File: src/rtl/isc_pkg.sv
package isc_pkg;
  // cycles spent on every memory chunk
  localparam int CHUNK_CYC = 4;

  typedef struct packed {
    logic scanStart;   // candidate accepted
    logic memRd;       // read request cycle
    logic chunkLatch;  // read data is present
    logic txCommit;    // last chunk of a transaction resolved
    logic enterFin;    // scan completes at the coming edge
  } iscStrobe_t;
endpackage

File: src/rtl/isc_ctrl.sv
module isc_ctrl
  import isc_pkg::*;
#(
  parameter int NB_BLOCK = 2,
  parameter int ADDR_W   = 12,
  parameter int IDX_W    = 13,
  parameter int CH_W     = 1,
  parameter int MEM_AW   = 13
) (
  input  logic              clk,
  input  logic              rstN,
  input  logic              start,
  input  logic [IDX_W-1:0]  numTxIn,
  input  logic [ADDR_W-1:0] txAddr,
  output iscStrobe_t        strb,
  output logic [CH_W-1:0]   chunkIdx,
  output logic [IDX_W-1:0]  txIdx,
  output logic [MEM_AW-1:0] memAddr,
  output logic              done
);
  localparam int PH_W = $clog2(CHUNK_CYC);

  typedef enum logic [1:0] {ST_IDLE, ST_SCAN, ST_FIN} ctrlState_t;

  ctrlState_t       state, nextState;
  logic [PH_W-1:0]  phase;
  logic [IDX_W-1:0] numTxQ;
  logic             lastChunk, lastTx, phaseEnd;

  always_comb begin
    lastChunk = (chunkIdx == CH_W'(NB_BLOCK - 1));
    lastTx    = (txIdx == numTxQ - IDX_W'(1));
    phaseEnd  = (phase == PH_W'(CHUNK_CYC - 1));
    nextState = state;
    case (state)
      ST_IDLE: if (start) nextState = (numTxIn == '0) ? ST_FIN : ST_SCAN;
      ST_SCAN: if (phaseEnd && lastChunk && lastTx) nextState = ST_FIN;
      default: nextState = ST_IDLE;
    endcase
    strb.scanStart  = (state == ST_IDLE) && start;
    strb.memRd      = (state == ST_SCAN) && (phase == PH_W'(0));
    strb.chunkLatch = (state == ST_SCAN) && (phase == PH_W'(1));
    strb.txCommit   = (state == ST_SCAN) && (phase == PH_W'(2)) && lastChunk;
    strb.enterFin   = (nextState == ST_FIN) && (state != ST_FIN);
  end

  assign done    = (state == ST_FIN);
  assign memAddr = MEM_AW'(txAddr) * MEM_AW'(NB_BLOCK) + MEM_AW'(chunkIdx);

  always_ff @(posedge clk or negedge rstN) begin
    if (!rstN) begin
      state    <= ST_IDLE;
      phase    <= '0;
      chunkIdx <= '0;
      txIdx    <= '0;
      numTxQ   <= '0;
    end else begin
      state <= nextState;
      if (strb.scanStart) begin
        numTxQ   <= numTxIn;
        phase    <= '0;
        chunkIdx <= '0;
        txIdx    <= '0;
      end else if (state == ST_SCAN) begin
        phase <= phaseEnd ? '0 : phase + PH_W'(1);
        if (phaseEnd) begin
          if (lastChunk) begin
            chunkIdx <= '0;
            txIdx    <= txIdx + IDX_W'(1);
          end else begin
            chunkIdx <= chunkIdx + CH_W'(1);
          end
        end
      end
    end
  end

  // a read is followed by three quiet cycles
  p_read_gap_r3: assert property (@(posedge clk) disable iff (!rstN)
    strb.memRd |=> !strb.memRd ##1 !strb.memRd ##1 !strb.memRd);

  // completion is a single-cycle pulse
  p_done_pulse_r4: assert property (@(posedge clk) disable iff (!rstN)
    done |=> !done);

  // the scan length is frozen while scanning
  p_busy_hold_r11: assert property (@(posedge clk) disable iff (!rstN)
    (state == ST_SCAN) |=> $stable(numTxQ));
endmodule

File: src/rtl/isc_datapath.sv
module isc_datapath
  import isc_pkg::*;
#(
  parameter int ITEM_W   = 32,
  parameter int NB_BLOCK = 2,
  parameter int CHUNK_W  = 16,
  parameter int CH_W     = 1,
  parameter int CNT_W    = 16
) (
  input  logic               clk,
  input  logic               rstN,
  input  iscStrobe_t         strb,
  input  logic [CH_W-1:0]    chunkIdx,
  input  logic [ITEM_W-1:0]  candidate,
  input  logic [CNT_W-1:0]   threshold,
  input  logic [CHUNK_W-1:0] memRdata,
  output logic               txHit,
  output logic               freqNow,
  output logic [CNT_W-1:0]   support,
  output logic               frequent
);
  localparam logic [CNT_W-1:0] CNT_MAX = '1;

  logic [ITEM_W-1:0]  candQ;
  logic [CNT_W-1:0]   thrQ, countQ;
  logic               passAcc, haveResult, chunkClear;
  logic [CHUNK_W-1:0] candChunks [NB_BLOCK];
  logic [CHUNK_W-1:0] candChunk;

  for (genvar g = 0; g < NB_BLOCK; g++) begin : g_slice
    assign candChunks[g] = candQ[g*CHUNK_W +: CHUNK_W];
  end

  assign candChunk  = candChunks[chunkIdx];
  // stored words are inverted: any surviving bit is a missing item
  assign chunkClear = ((memRdata & candChunk) == '0);
  assign txHit      = strb.txCommit && passAcc;
  assign freqNow    = (countQ >= thrQ);
  assign support    = countQ;
  assign frequent   = haveResult && freqNow;

  always_ff @(posedge clk or negedge rstN) begin
    if (!rstN) begin
      candQ      <= '0;
      thrQ       <= '0;
      countQ     <= '0;
      passAcc    <= 1'b0;
      haveResult <= 1'b0;
    end else if (strb.scanStart) begin
      candQ      <= candidate;
      thrQ       <= threshold;
      countQ     <= '0;
      passAcc    <= 1'b1;
      haveResult <= strb.enterFin;
    end else begin
      if (strb.chunkLatch)
        passAcc <= ((chunkIdx == '0) ? 1'b1 : passAcc) & chunkClear;
      if (txHit && (countQ != CNT_MAX))
        countQ <= countQ + CNT_W'(1);
      if (strb.enterFin)
        haveResult <= 1'b1;
    end
  end

  // a transaction with a failing chunk leaves the count alone
  p_miss_no_count_r2: assert property (@(posedge clk) disable iff (!rstN)
    (strb.txCommit && !passAcc) |=> $stable(countQ));

  // the count never drops within a scan
  p_support_monotone_r5: assert property (@(posedge clk) disable iff (!rstN)
    !strb.scanStart |=> countQ >= $past(countQ));

  // a saturated count stays saturated
  p_saturate_hold_r5: assert property (@(posedge clk) disable iff (!rstN)
    (countQ == CNT_MAX && !strb.scanStart) |=> countQ == CNT_MAX);

  // a published result is held until the next start
  p_freq_stable_r6: assert property (@(posedge clk) disable iff (!rstN)
    (haveResult && !strb.scanStart) |=> $stable(frequent) && $stable(support));
endmodule

File: src/rtl/isc_addr_list.sv
module isc_addr_list
  import isc_pkg::*;
#(
  parameter int ADDR_W     = 12,
  parameter int IDX_W      = 13,
  parameter int LIST_DEPTH = 64,
  parameter int LIST_W     = 7,
  parameter int LEVELS     = 8,
  parameter int LVL_W      = 3
) (
  input  logic              clk,
  input  logic              rstN,
  input  iscStrobe_t        strb,
  input  logic [LVL_W-1:0]  depth,
  input  logic [IDX_W-1:0]  dbSize,
  input  logic [IDX_W-1:0]  txIdx,
  input  logic              txHit,
  input  logic              freqNow,
  output logic [IDX_W-1:0]  numTxIn,
  output logic [ADDR_W-1:0] txAddr
);
  localparam int MI_W = (LIST_DEPTH > 1) ? $clog2(LIST_DEPTH) : 1;

  logic [ADDR_W-1:0] listMem [LIST_DEPTH];
  logic              lvlValid [LEVELS];
  logic [LIST_W-1:0] lvlBase  [LEVELS];
  logic [LIST_W-1:0] lvlEnd   [LEVELS];

  logic [LVL_W-1:0]  depthQ, depthM1;
  logic [LIST_W-1:0] wrPtr, wrBaseQ, srcBaseQ, wrBase, rdIdx, newEnd;
  logic              ovf, srcValidQ, parentOk, keepIt;

  always_comb begin
    depthM1  = depth - LVL_W'(1);
    parentOk = (depth != '0) && lvlValid[depthM1];
    wrBase   = (depth == '0) ? '0 : lvlEnd[depthM1];
    numTxIn  = parentOk ? IDX_W'(lvlEnd[depthM1] - lvlBase[depthM1]) : dbSize;
    rdIdx    = srcBaseQ + LIST_W'(txIdx);
    if (!srcValidQ)                    txAddr = txIdx[ADDR_W-1:0];
    else if (rdIdx < LIST_W'(LIST_DEPTH)) txAddr = listMem[rdIdx[MI_W-1:0]];
    else                               txAddr = '0;
    keepIt = freqNow && !ovf;
    newEnd = keepIt ? wrPtr : wrBaseQ;
  end

  always_ff @(posedge clk or negedge rstN) begin
    if (!rstN) begin
      depthQ    <= '0;
      wrPtr     <= '0;
      wrBaseQ   <= '0;
      srcBaseQ  <= '0;
      srcValidQ <= 1'b0;
      ovf       <= 1'b0;
    end else if (strb.scanStart) begin
      depthQ    <= depth;
      srcValidQ <= parentOk;
      srcBaseQ  <= lvlBase[depthM1];
      wrPtr     <= wrBase;
      wrBaseQ   <= wrBase;
      ovf       <= 1'b0;
    end else if (txHit) begin
      if (wrPtr < LIST_W'(LIST_DEPTH)) wrPtr <= wrPtr + LIST_W'(1);
      else                             ovf   <= 1'b1;
    end
  end

  always_ff @(posedge clk) begin
    if (!strb.scanStart && txHit && (wrPtr < LIST_W'(LIST_DEPTH)))
      listMem[wrPtr[MI_W-1:0]] <= txAddr;
  end

  for (genvar lv = 0; lv < LEVELS; lv++) begin : g_level
    always_ff @(posedge clk or negedge rstN) begin
      if (!rstN) begin
        lvlValid[lv] <= 1'b0;
        lvlBase[lv]  <= '0;
        lvlEnd[lv]   <= '0;
      end else if (strb.scanStart) begin
        if (LVL_W'(lv) >= depth) lvlValid[lv] <= 1'b0;
      end else if (strb.enterFin && (LVL_W'(lv) >= depthQ)) begin
        lvlEnd[lv] <= newEnd;
        if (LVL_W'(lv) == depthQ) begin
          lvlBase[lv]  <= wrBaseQ;
          lvlValid[lv] <= keepIt;
        end
      end
    end
  end

  // the write pointer never passes the list capacity
  p_no_overflow_r9: assert property (@(posedge clk) disable iff (!rstN)
    wrPtr <= LIST_W'(LIST_DEPTH));

  // once lost, a level stays lost for the rest of its scan
  p_overflow_sticky_r9: assert property (@(posedge clk) disable iff (!rstN)
    (ovf && !strb.scanStart) |=> ovf);

  // the accepted depth is not retained right after the start
  p_evict_on_start_r10: assert property (@(posedge clk) disable iff (!rstN)
    strb.scanStart |=> !lvlValid[depthQ]);
endmodule

File: src/rtl/itemset_support_counter.sv
module itemset_support_counter
  import isc_pkg::*;
#(
  parameter int ITEM_W     = 32,
  parameter int NB_BLOCK   = 2,
  parameter int ADDR_W     = 12,
  parameter int LIST_DEPTH = 64,
  parameter int CNT_W      = 16,
  parameter int LEVELS     = 8,
  localparam int CHUNK_W   = ITEM_W / NB_BLOCK,
  localparam int CH_W      = (NB_BLOCK > 1) ? $clog2(NB_BLOCK) : 1,
  localparam int IDX_W     = ADDR_W + 1,
  localparam int MEM_AW    = ADDR_W + CH_W,
  localparam int LIST_W    = $clog2(LIST_DEPTH + 1),
  localparam int LVL_W     = (LEVELS > 1) ? $clog2(LEVELS) : 1
) (
  input  logic               clk,
  input  logic               rstN,
  input  logic               start,
  input  logic [ITEM_W-1:0]  candidate,
  input  logic [CNT_W-1:0]   threshold,
  input  logic [IDX_W-1:0]   dbSize,
  input  logic [LVL_W-1:0]   depth,
  output logic               done,
  output logic [CNT_W-1:0]   support,
  output logic               frequent,
  output logic               memRd,
  output logic [MEM_AW-1:0]  memAddr,
  input  logic [CHUNK_W-1:0] memRdata
);
  iscStrobe_t        strb;
  logic [CH_W-1:0]   chunkIdx;
  logic [IDX_W-1:0]  txIdx, numTxIn;
  logic [ADDR_W-1:0] txAddr;
  logic              txHit, freqNow;

  assign memRd = strb.memRd;

  isc_ctrl #(
    .NB_BLOCK(NB_BLOCK), .ADDR_W(ADDR_W), .IDX_W(IDX_W),
    .CH_W(CH_W), .MEM_AW(MEM_AW)
  ) ctrl_i (
    .clk(clk), .rstN(rstN), .start(start), .numTxIn(numTxIn),
    .txAddr(txAddr), .strb(strb), .chunkIdx(chunkIdx), .txIdx(txIdx),
    .memAddr(memAddr), .done(done)
  );

  isc_datapath #(
    .ITEM_W(ITEM_W), .NB_BLOCK(NB_BLOCK), .CHUNK_W(CHUNK_W),
    .CH_W(CH_W), .CNT_W(CNT_W)
  ) dp_i (
    .clk(clk), .rstN(rstN), .strb(strb), .chunkIdx(chunkIdx),
    .candidate(candidate), .threshold(threshold), .memRdata(memRdata),
    .txHit(txHit), .freqNow(freqNow), .support(support), .frequent(frequent)
  );

  isc_addr_list #(
    .ADDR_W(ADDR_W), .IDX_W(IDX_W), .LIST_DEPTH(LIST_DEPTH),
    .LIST_W(LIST_W), .LEVELS(LEVELS), .LVL_W(LVL_W)
  ) list_i (
    .clk(clk), .rstN(rstN), .strb(strb), .depth(depth), .dbSize(dbSize),
    .txIdx(txIdx), .txHit(txHit), .freqNow(freqNow),
    .numTxIn(numTxIn), .txAddr(txAddr)
  );
endmodule

File: config.mk
export PLATFORM = sky130hd
export DESIGN_NAME = itemset_support_counter
export DESIGN_NICKNAME = d
export VERILOG_FILES = /design/src/rtl/isc_pkg.sv /design/src/rtl/isc_ctrl.sv /design/src/rtl/isc_datapath.sv /design/src/rtl/isc_addr_list.sv /design/src/rtl/itemset_support_counter.sv
export SDC_FILE = /design/constraint.sdc
export NUM_CORES = 1
export LEC_CHECK = 0
export CORE_MARGIN = 5
export CORE_UTILIZATION = 45
export CTS_CLUSTER_DIAMETER = 150
export DETAILED_ROUTE_END_ITERATION = 12
export DONT_BUFFER_PORTS = 1
export PLACE_DENSITY = 0.64
export REMOVE_ABC_BUFFERS = 1
export SLEW_MARGIN = 20
export SYNTH_ARGS = -nofsm -noshare
export SYNTH_HDL_FRONTEND = slang
export SYNTH_SLANG_ARGS = --single-unit
File: constraint.sdc
create_clock -name clk -period 8.6 [get_ports clk]
set_input_delay 2.15 -clock clk [delete_from_list [all_inputs] [get_ports clk]]
set_output_delay 2.15 -clock clk [all_outputs]
set_load 0.02 [all_outputs]
# Word level (Yosys, flattened, before mapping)
# Memory sizes are Yosys's and may differ from the RTL's.
# Index checks and enable logic that the tools add are counted.
# totals
reg_bits	243
latch_bits	0
ram_bits	768
romBits	0
in_bits	83
out_inout_bits	32
word_cells	265
n_memories	1
# mem_list
name	depth	word_bits	rd	rd_ports_with_merged_regs	write_ports	line_no	text
list_i.listMem	64	12	1	0	1	isc_addr_list.sv:24	logic [ADDR_W-1:0] listMem [LIST_DEPTH];
# op_classes
addsub	10
mul	0
div	0
order_cmp	21
n_eq_ne	25
n_shift	0
n_mux	79
n_bitwise	5
reduce_logical	84
# op_table
op	n
two-way mux 16 bit	5
two-way mux 13 bit	5
two-way mux 7 bit	9
AND reduction 3 bit	17
two-way mux 1 bit	48
nonzero test 2 bit	24
binary-select mux 7 bit (select 3 bit)	2
greater-or-equal comparator 3 bit (first input constant)	8
two-way mux 12 bit	2
logical AND 1 bit	23
AND reduction 2 bit	11
inequality test 2 bit (second input constant)	9
adder 16 x 1 -> 16 bit (second input constant)	1
bitwise AND 16 bit	1
greater-or-equal comparator 16 bit	1
logical NOT 16 bit	1
inequality test 16 bit (second input constant)	1
< comparator 7 bit (second input constant)	2
adder 13 x 1 -> 13 bit	1
adder 13 x 1 -> 13 bit (second input constant)	1
== test 13 bit	1
logical NOT 13 bit	1
subtractor 13 x 1 -> 13 bit (second input constant)	1
== test 3 bit (first input constant)	4
other kinds (26)	45

# Longest topological paths before layout
# Gate-level depths: netlist of run 1.
# logic_depth
depth_word	16
depth_mapped	19

# Modules after synthesis
# From an unflattened synthesis of run 1, not the netlist that was laid out.
# unflattened
hier_cells	2579
area_unflattened_um2	42415.7
# by_module_without_submodules
mod	n_inst	cells_each	area_per_inst_um2
isc_addr_list	1	2067	36998.0
isc_datapath	1	298	3310.7
isc_ctrl	1	214	2107.0

# Worst setup path after synthesis of run 1
# OpenSTA, ideal clock, no wires.
# synth_path
kind	input-to-reg
start	input depth[0]
end	register ctrl_i.state[1]
arrival_time_ps	6772
setup_slack_ps	1700
stages	18
cell_sequence	clkbuf_1 > buf_2 > buf_1 > inv_1 > ha_1 > clkbuf_1 > clkbuf_1 > mux4_2 > mux2i_1 > ha_1 > nor2b_1 > o2111a_1 > o31a_1 > o21ai_0 > nand2b_1 > a41oi_1 > nor2_1 > or2_2
# synth_via
elab_chain_len	11
word_cells_on_any_way	19
# synth_rtl
item	line_no	text
start, declared	itemset_support_counter.sv:23	input logic [LVL_W-1:0] depth,
subtractor 3 x 1 -> 3 bit	isc_addr_list.sv:34	depthM1 = depth - LVL_W'(1);
NOT 3 -> 4 bit (not written as such)	isc_addr_list.sv:35, isc_addr_list.sv:37	
binary-select mux 7 bit (select 3 bit) / binary-select mux 1 bit (select 3 bit) (equally long branches)	isc_addr_list.sv:37, isc_addr_list.sv:35	
two-way mux 7 bit (not written as such) / two-way mux 1 bit (equally long branches) (2 in series)	isc_addr_list.sv:37, isc_addr_list.sv:35	
subtractor 7 x 7 -> 8 bit / logical AND 1 bit (equally long branches)	isc_addr_list.sv:37, isc_addr_list.sv:35	
two-way mux 13 bit (*)	isc_addr_list.sv:37	numTxIn = parentOk ? IDX_W'(lvlEnd[depthM1] - lvlBase[depthM1]) : dbSize;
logical NOT 13 bit (*)	isc_ctrl.sv:36	ST_IDLE: if (start) nextState = (numTxIn == '0) ? ST_FIN : ST_SCAN;
two-way mux 2 bit (*) (2 in series)	isc_ctrl.sv:36	
one-hot mux 2 bit (2 select lines) (*)	isc_ctrl.sv:35	case (state)
net ctrl_i.nextState[1]	isc_ctrl.sv:25	ctrlState_t state, nextState;
end signal, assigned	isc_ctrl.sv:58	state <= nextState;
end, declared	isc_ctrl.sv:25	
# Mark *: on every way through the listed nets, which the timed path passes. The rest lies on a longest branch. The select of a mux whose other input is x is not followed.
# A chain may end at the register's enable or synchronous reset.

# Worst setup path after layout of run 1
# layout_path
start	register ctrl_i.txIdx[0]
end	output memAddr[2]
# layout_via
elab_chain_len	5
word_cells_on_any_way	6
# layout_rtl
item	line_no	text
start, declared	isc_ctrl.sv:17	output logic [IDX_W-1:0] txIdx,
start signal, assigned	isc_ctrl.sv:69	txIdx <= txIdx + IDX_W'(1);
adder 7 bit	isc_addr_list.sv:38	rdIdx = srcBaseQ + LIST_W'(txIdx);
memory (64 x 12 bit) / < comparator 7 bit (equally long branches)	n/a	
two-way mux 12 bit	isc_addr_list.sv:40	else if (rdIdx < LIST_W'(LIST_DEPTH)) txAddr = listMem[rdIdx[MI_W-1:0]];
two-way mux 12 bit (*)	isc_addr_list.sv:39	if (!srcValidQ) txAddr = txIdx[ADDR_W-1:0];
adder 13 x 1 -> 13 bit (*)	isc_ctrl.sv:48	assign memAddr = MEM_AW'(txAddr) * MEM_AW'(NB_BLOCK) + MEM_AW'(chunkIdx);
end, declared	itemset_support_counter.sv:28	output logic [MEM_AW-1:0] memAddr,
# Every way passes the cells marked *; elsewhere a longest branch is shown, timed or not.

==> impl_metrics.json, run 1 <==
{
  "status": "completed",
  "fin_nets": 2575,
  "grt_usage": 0.208,
  "async_flop_share": 0.240,
  "fill_cells": 7444,
  "vias_per_cell": 5.94,
  "grt_pass1_vias": 22900,
  "period_share": 0.817,
  "syn-cell-area_um2": 42000,
  "first_iter_violations": 2620,
  "wl_per_cell_um": 27.2,
  "io_pins": 115,
  "drtPass1Iterations": 5,
  "htreeDepth": 3,
  "clock_sinks": 1011,
  "busiest_layer": "met2",
  "min_path_cells": 2,
  "die_area_um2": 99500,
  "ys_seq_area_frac": 0.694,
  "yosysWarningCount": 0,
  "port_buffers": 0,
  "cap_violations": 0,
  "cts_buffer_depth": 3,
  "path_max_fanout": 65,
  "drc_errors": 0,
  "criticalPathCategory": "reg -> out",
  "path_depth": 9,
  "synth_top_cell_by_area": "edfxtp_1",
  "seq_area_um2": 29100,
  "ctsResizeCount": 0,
  "synth_most_common_cell": "edfxtp_1",
  "critPathBufInv": 2,
  "end_kind": "output port",
  "core_um2": 92900,
  "initial_core_util": 0.452,
  "grt_overflow": 0,
  "dp.final_hpwl_mm": 62.7,
  "maxSlewHeadroom": 0.214,
  "required_ns": 6.45,
  "cp_top_family": "adder cells",
  "netlist_top_cells_area": "edfxtp_1, dfrtp_1, mux4_2, mux2_2, nand2_1",
  "power_density_nw_per_um2": 202,
  "dpl_cell_area_um2": 43900,
  "drv_slew": 0,
  "synth_seq_cells": 1011,
  "drtAntennaViolNets": 0,
  "critPathLaunchType": "flip-flop",
  "cts_setup_buffers": 0,
  "antenna_found_initial": 3,
  "wirelength_mm": 103,
  "slowest_stage": "fa_4",
  "rows": 112,
  "syn_area_per_cell_um2": 17.5,
  "cts_tree": "built",
  "worst_path_largest_cell_delay_ns": 1.07,
  "min_period_ns": 7.02,
  "worst_pin_slew_ns": 1.18,
  "numCtsBuffers": 103,
  "hold_viol_final": 0,
  "syn2layout_area_growth_pct": 12.3,
  "arrival_ns": 4.87,
  "multi_input_area_um2": 12400,
  "gr-usage-met3": 0.0421,
  "power_mw": 9.52,
  "synthDistinctLibCells": 70,
  "rsz0062_at_grt": "false",
  "synth.top_cell.area_share": 0.549,
  "reg2reg_depth": 9,
  "fmax_ghz": 0.142,
  "path_cells": "ha_4 -> fa_4 -> buf_4 -> mux4_2 -> mux4_2 -> mux2i_1 -> o22ai_1 -> a21o_2 -> buf_4",
  "post-route-cell-area_um2": 47100,
  "die_w_um": 315,
  "clk_latency_ns": 0.68,
  "diodes": 0,
  "p_leak_nw": 17.9,
  "via_count": 22500,
  "path_clk_slew_ns": 0.06,
  "use_met2": 0.336,
  "hold_path.class": "reg -> reg",
  "fp.dieH_um": 315,
  "root_buffer": "clkbuf_16",
  "synthCells": 2394,
  "synth_common_cells": "edfxtp_1, mux4_2, dfrtp_1, nand2_1, nor2_1",
  "finalClockSkew_ns": 0.0381,
  "grt_pass1_wl_mm": 153,
  "drive_gt1_frac": 0.260,
  "ys.flop_type": "edfxtp_1",
  "ctsHoldBuffers": 0,
  "met1_usage": 0.294,
  "grt_start_max_net_pins": 244,
  "gp_congestion": 0.829,
  "ir_worst_vdd_mv": 0.157,
  "synth_edf_count": 768,
  "setup_viol": 0
}
[cells by family after synthesis]
logic type	synth area share
buffers and inverters	0.0158
adders and majority gates	0.0132
xor gates and xnor gates	0.0119
DFF	0.694
AOI/OAI and AO/OA	0.0303
muxes	0.181
and+or+nand+nor	0.0539
[worst paths after layout]
path,slack (ns),startpoint,endpoint
worst min-delay path,0.47,dp_i.candQ[23],dp_i.candQ[23]
max in group asynchronous,7.07,rstN,ctrl_i.txIdx[8]
worst min register to register,0.47,dp_i.candQ[23],dp_i.candQ[23]
worst max register to register,3.61,ctrl_i.txIdx[0],list_i.listMem[21][3]
worst max-delay path,1.58,ctrl_i.txIdx[0],memAddr[2]
min in group asynchronous,1.17,rstN,ctrl_i.numTxQ[4]
[state kept, by name, indices dropped and copies added, names as in the netlist, 2 cells and up]
signal,flops
list_i.srcBaseQ,7
ctrl_i.txIdx,13
list_i.lvlValid,8
list_i.depthQ,3
list_i.wrBaseQ,7
dp_i.thrQ,16
list_i.wrPtr,7
ctrl_i.state,2
list_i.lvlEnd,56
list_i.lvlBase,56
dp_i.support,16
list_i.listMem,768
dp_i.candQ,32
ctrl_i.numTxQ,13
ctrl_i.phase,2
[where the power goes]
part	internal (mW)	switching, mW	total [mW]
combinational	0.0290	0.0360	0.0650
clock	2.42	1.84	4.26
sequential	5.20	0	5.20
total	7.65	1.88	9.52
[per-layer routing]
metal,vias to the layer above,share of wire
met5,-,0
met4,0,0.022
met3,170,0.081
met2,917,0.48
met1,11900,0.41
li1,9455,-
[final cells by class]
cell class / count / share of cell area
Sequential cell: 1011 / 0.618
Tap cell: 1254 / 0.0333
Clock inverter: 55 / 0.00812
Timing Repair Buffer: 75 / 0.0133
Multi-Input combinational cell: 1211 / 0.264
Inverter: 47 / 0.00374
Clock buffer: 134 / 0.0598
[metrics by stage]
step / hold slack (ns) / worst slack [ns] / utilization / TNS [ns] / cells
after floorplan: 0.440 / -4.45 / - / -1387.73 / 2269
after global placement: 0.453 / 2.29 / 0.473 / 0 / 3598
after detailed placement: 0.456 / 2.24 / 0.473 / 0 / 3598
after CTS: 0.473 / 1.52 / 0.507 / 0 / 3787
after global routing: 0.490 / 1.45 / 0.507 / 0 / 3787
final: 0.471 / 1.58 / 0.507 / 0 / 3787
[tightest hold or removal path, cell delays in order (launching register included)]
cell	delay (ns)
dfrtp_1	0.34
nand2_1	0.05
nand2_1	0.06
[layout by cell type, fill, tap and decap left out, drive strengths merged, types with 50 or more instances in the layout]
cell    netlist  layout
edfxtp      768     768
mux4        270     270
dfrtp       243     243
nand2       223     223
clkbuf       80     134
nor2        131     131
o21ai        95      95
mux2         80      80
buf          45      75
mux2i        61      61
inv          47      50
No activity file was read; power rests on OpenSTA's default activity.
==> run 2, diff against run 1 <==
- ABC_AREA: not set -> 1
- clock period: 8.6 -> 7.1 ns (I/O delays scaled with it)
==> run 2 against run 1 <==
Against the previous run: synthesized cell count rose by 62%; clock skew increased by 0.021 ns; first-iteration DRC count rose by 32%; register-to-register slack worse by 1.5 ns.
==> impl_metrics.json, run 2 <==
{
  "cpMostUsedCell": "o21ai_0",
  "ys.flop_type": "edfxtp_1",
  "period_share": 0.918,
  "fin_nets": 3981,
  "htreeDepth": 3,
  "drc_errors": 0,
  "cts_buffer_depth": 3,
  "post-route-cell-area_um2": 48400,
  "synth_seq_cells": 1011,
  "worst_pin_slew_ns": 1.09,
  "criticalPathCategory": "reg -> out",
  "syn-cell-area_um2": 43100,
  "ctsHoldBuffers": 0,
  "drv_slew": 0,
  "status": "completed",
  "die_area_um2": 102000,
  "fmax_ghz": 0.153,
  "ctsResizeCount": 0,
  "grt_pass1_vias": 28500,
  "synthCells": 3883,
  "initial_core_util": 0.454,
  "yosysWarningCount": 0,
  "hold_path.class": "reg -> reg",
  "layout_common_cells": "nand2_1, edfxtp_1, a21oi_1",
  "required_ns": 5.33,
  "cts_tree": "built",
  "gp_congestion": 0.858,
  "path_cells": "ha_4 -> fa_4 -> inv_8 -> buf_12 -> o21ai_0 -> o22ai_1 -> nand2_1 -> nand2_1 -> nor2_1 -> o21ai_0 -> o21ai_0 -> o22ai_4",
  "cts_setup_buffers": 0,
  "setup_viol": 0,
  "fill_cells": 8308,
  "synth_edf_count": 768,
  "clock_sinks": 1011,
  "wl_per_cell_um": 22.5,
  "final_common_cell": "nand2_1",
  "syn2layout_area_growth_pct": 12.2,
  "arrival_ns": 4.75,
  "vias_per_cell": 5.78,
  "min_period_ns": 6.52,
  "dpl_cell_area_um2": 44900,
  "path_clk_slew_ns": 0.06,
  "rows": 113,
  "synth_top_cell_by_area": "edfxtp_1",
  "clk_latency_ns": 0.71,
  "p_leak_nw": 17.9,
  "power_density_nw_per_um2": 471,
  "worst_path_largest_cell_delay_ns": 0.65,
  "synth.top_cell.area_share": 0.535,
  "port_buffers": 0,
  "synth_most_common_cell": "nand2_1",
  "antenna_found_initial": 0,
  "drtAntennaViolNets": 0,
  "grt_overflow": 0,
  "grt_pass1_wl_mm": 178,
  "root_buffer": "clkbuf_16",
  "critPathBufInv": 2,
  "io_pins": 115,
  "numCtsBuffers": 107,
  "finish.utilization": 0.509,
  "critPathLaunchType": "flip-flop",
  "grt_start_max_net_pins": 244,
  "via_count": 30100,
  "path_max_fanout": 111,
  "synth_common_cells": "nand2_1, edfxtp_1, a21oi_1, o21ai_0, nor2_1",
  "ys_seq_area_frac": 0.676,
  "die_w_um": 320,
  "netlist_top_cells_area": "edfxtp_1, dfrtp_1, nand2_1, a21oi_1, o21ai_0",
  "dp_cells": 5011,
  "hold_slack_ns": 0.475,
  "cap_violations": 0,
  "stdcell_count": 5212,
  "hold_viol_final": 0,
  "syn_area_per_cell_um2": 11.1,
  "async_flop_share": 0.240,
  "finalClockSkew_ns": 0.0594,
  "drtPass1Iterations": 5,
  "end_kind": "output port",
  "slowest_stage": "fa_4",
  "grt_usage": 0.224,
  "cp_top_family": "compound AO/OA/AOI/OAI gates",
  "fp.dieH_um": 320,
  "maxSlewHeadroom": 0.268,
  "dp.final_hpwl_mm": 68.8,
  "synthDistinctLibCells": 50,
  "drive_gt1_frac": 0.0790,
  "wirelength_mm": 117,
  "first_iter_violations": 3471,
  "largest_register_ffs": 768,
  "rsz0062_at_grt": "false",
  "ir_worst_vdd_mv": 0.542,
  "core_um2": 95000,
  "diodes": 0
}
[run 2: changes by cell type in the layout (fill, tap and decap cells not counted), moves of 61 or more]
| cell | before | now |
|---|---|---|
| mux2i_1 | 61 | 0 |
| mux2_2 | 80 | 0 |
| nand2_1 | 222 | 960 |
| a221oi_1 | 1 | 88 |
| mux4_2 | 270 | 0 |
| a21oi_1 | 28 | 323 |
| inv_1 | 47 | 175 |
| nor2_1 | 88 | 256 |
| o21ai_0 | 93 | 295 |
| o211ai_1 | 2 | 71 |
| nand3_1 | 29 | 101 |
[run 2: stage by stage]
stage / worst slack [ns] / power (mW) / setup TNS (ns)
finish: 0.579 / 22.8 / 0
global route: 0.434 / 24.0 / 0
CTS: 0.567 / 22.8 / 0
global placement: 1.45 / 17.1 / 0
floorplan: -12.03 / 13.8 / -8565.63
detailed placement: 1.38 / 17.3 / 0
[run 2: where the power goes]
part	switching [mW]	internal [mW]	leakage (nW)
Sequential	0.195	7.57	10.2
Combinational	6.96	2.50	6.03
Clock	2.35	3.20	1.69
Total	9.50	13.3	17.9
[run 2: cell families after synthesis]
family	count (synthesis)	synth area share
AO/OA/AOI/OAI	998	0.141
XOR/XNOR	18	0.00400
flip-flops	1011	0.676
adder cells (fa/ha/maj)	43	0.0128
AND/OR/NAND/NOR	1391	0.128
buffers and inverters	422	0.0382
[run 2: final timing paths]
path,cells after the start,startpoint,slack [ns],endpoint
worst min-delay path,2,dp_i.candQ[14],0.48,dp_i.candQ[14]
min in group asynchronous,0,rstN,0.77,dp_i.candQ[25]
worst max-delay path,12,ctrl_i.txIdx[0],0.58,memAddr[11]
max in group asynchronous,0,rstN,5.74,dp_i.thrQ[15]
worst min register to register,2,dp_i.candQ[14],0.48,dp_i.candQ[14]
worst max register to register,13,ctrl_i.txIdx[0],2.08,list_i.listMem[0][10]
[run 2: final cells by class]
cell class / instances / area (um2) / share of cell area
sequential: 1011 / 29100 / 0.603
multi-input combinational: 2450 / 12600 / 0.260
clock buffer: 143 / 2890 / 0.0598
tap: 1265 / 1580 / 0.0327
timing repair buffer: 98 / 836 / 0.0173
inverter: 187 / 722 / 0.0149
clock inverter: 58 / 603 / 0.0125
[run 2: worst reg2reg max path, stage by stage (launching register included)]
cell	delay, ns
dfrtp_1	0.44
ha_4	0.20
fa_4	0.66
inv_8	0.57
buf_12	0.44
o21ai_0	0.23
o22ai_1	0.14
nand2_1	0.08
nand2_1	0.09
nor2_1	0.04
o21ai_0	0.48
o21ai_0	0.27
o22ai_4	0.41
buf_4	0.64
[run 2: routing by layer]
metal | GRT usage | vias to the layer above | share of wire
met5 | 0 | - | 0
met4 | 0.0679 | 0 | 0.029
met3 | 0.0384 | 197 | 0.083
met2 | 0.350 | 1266 | 0.46
met1 | 0.325 | 14800 | 0.42
li1 | - | 13900 | -
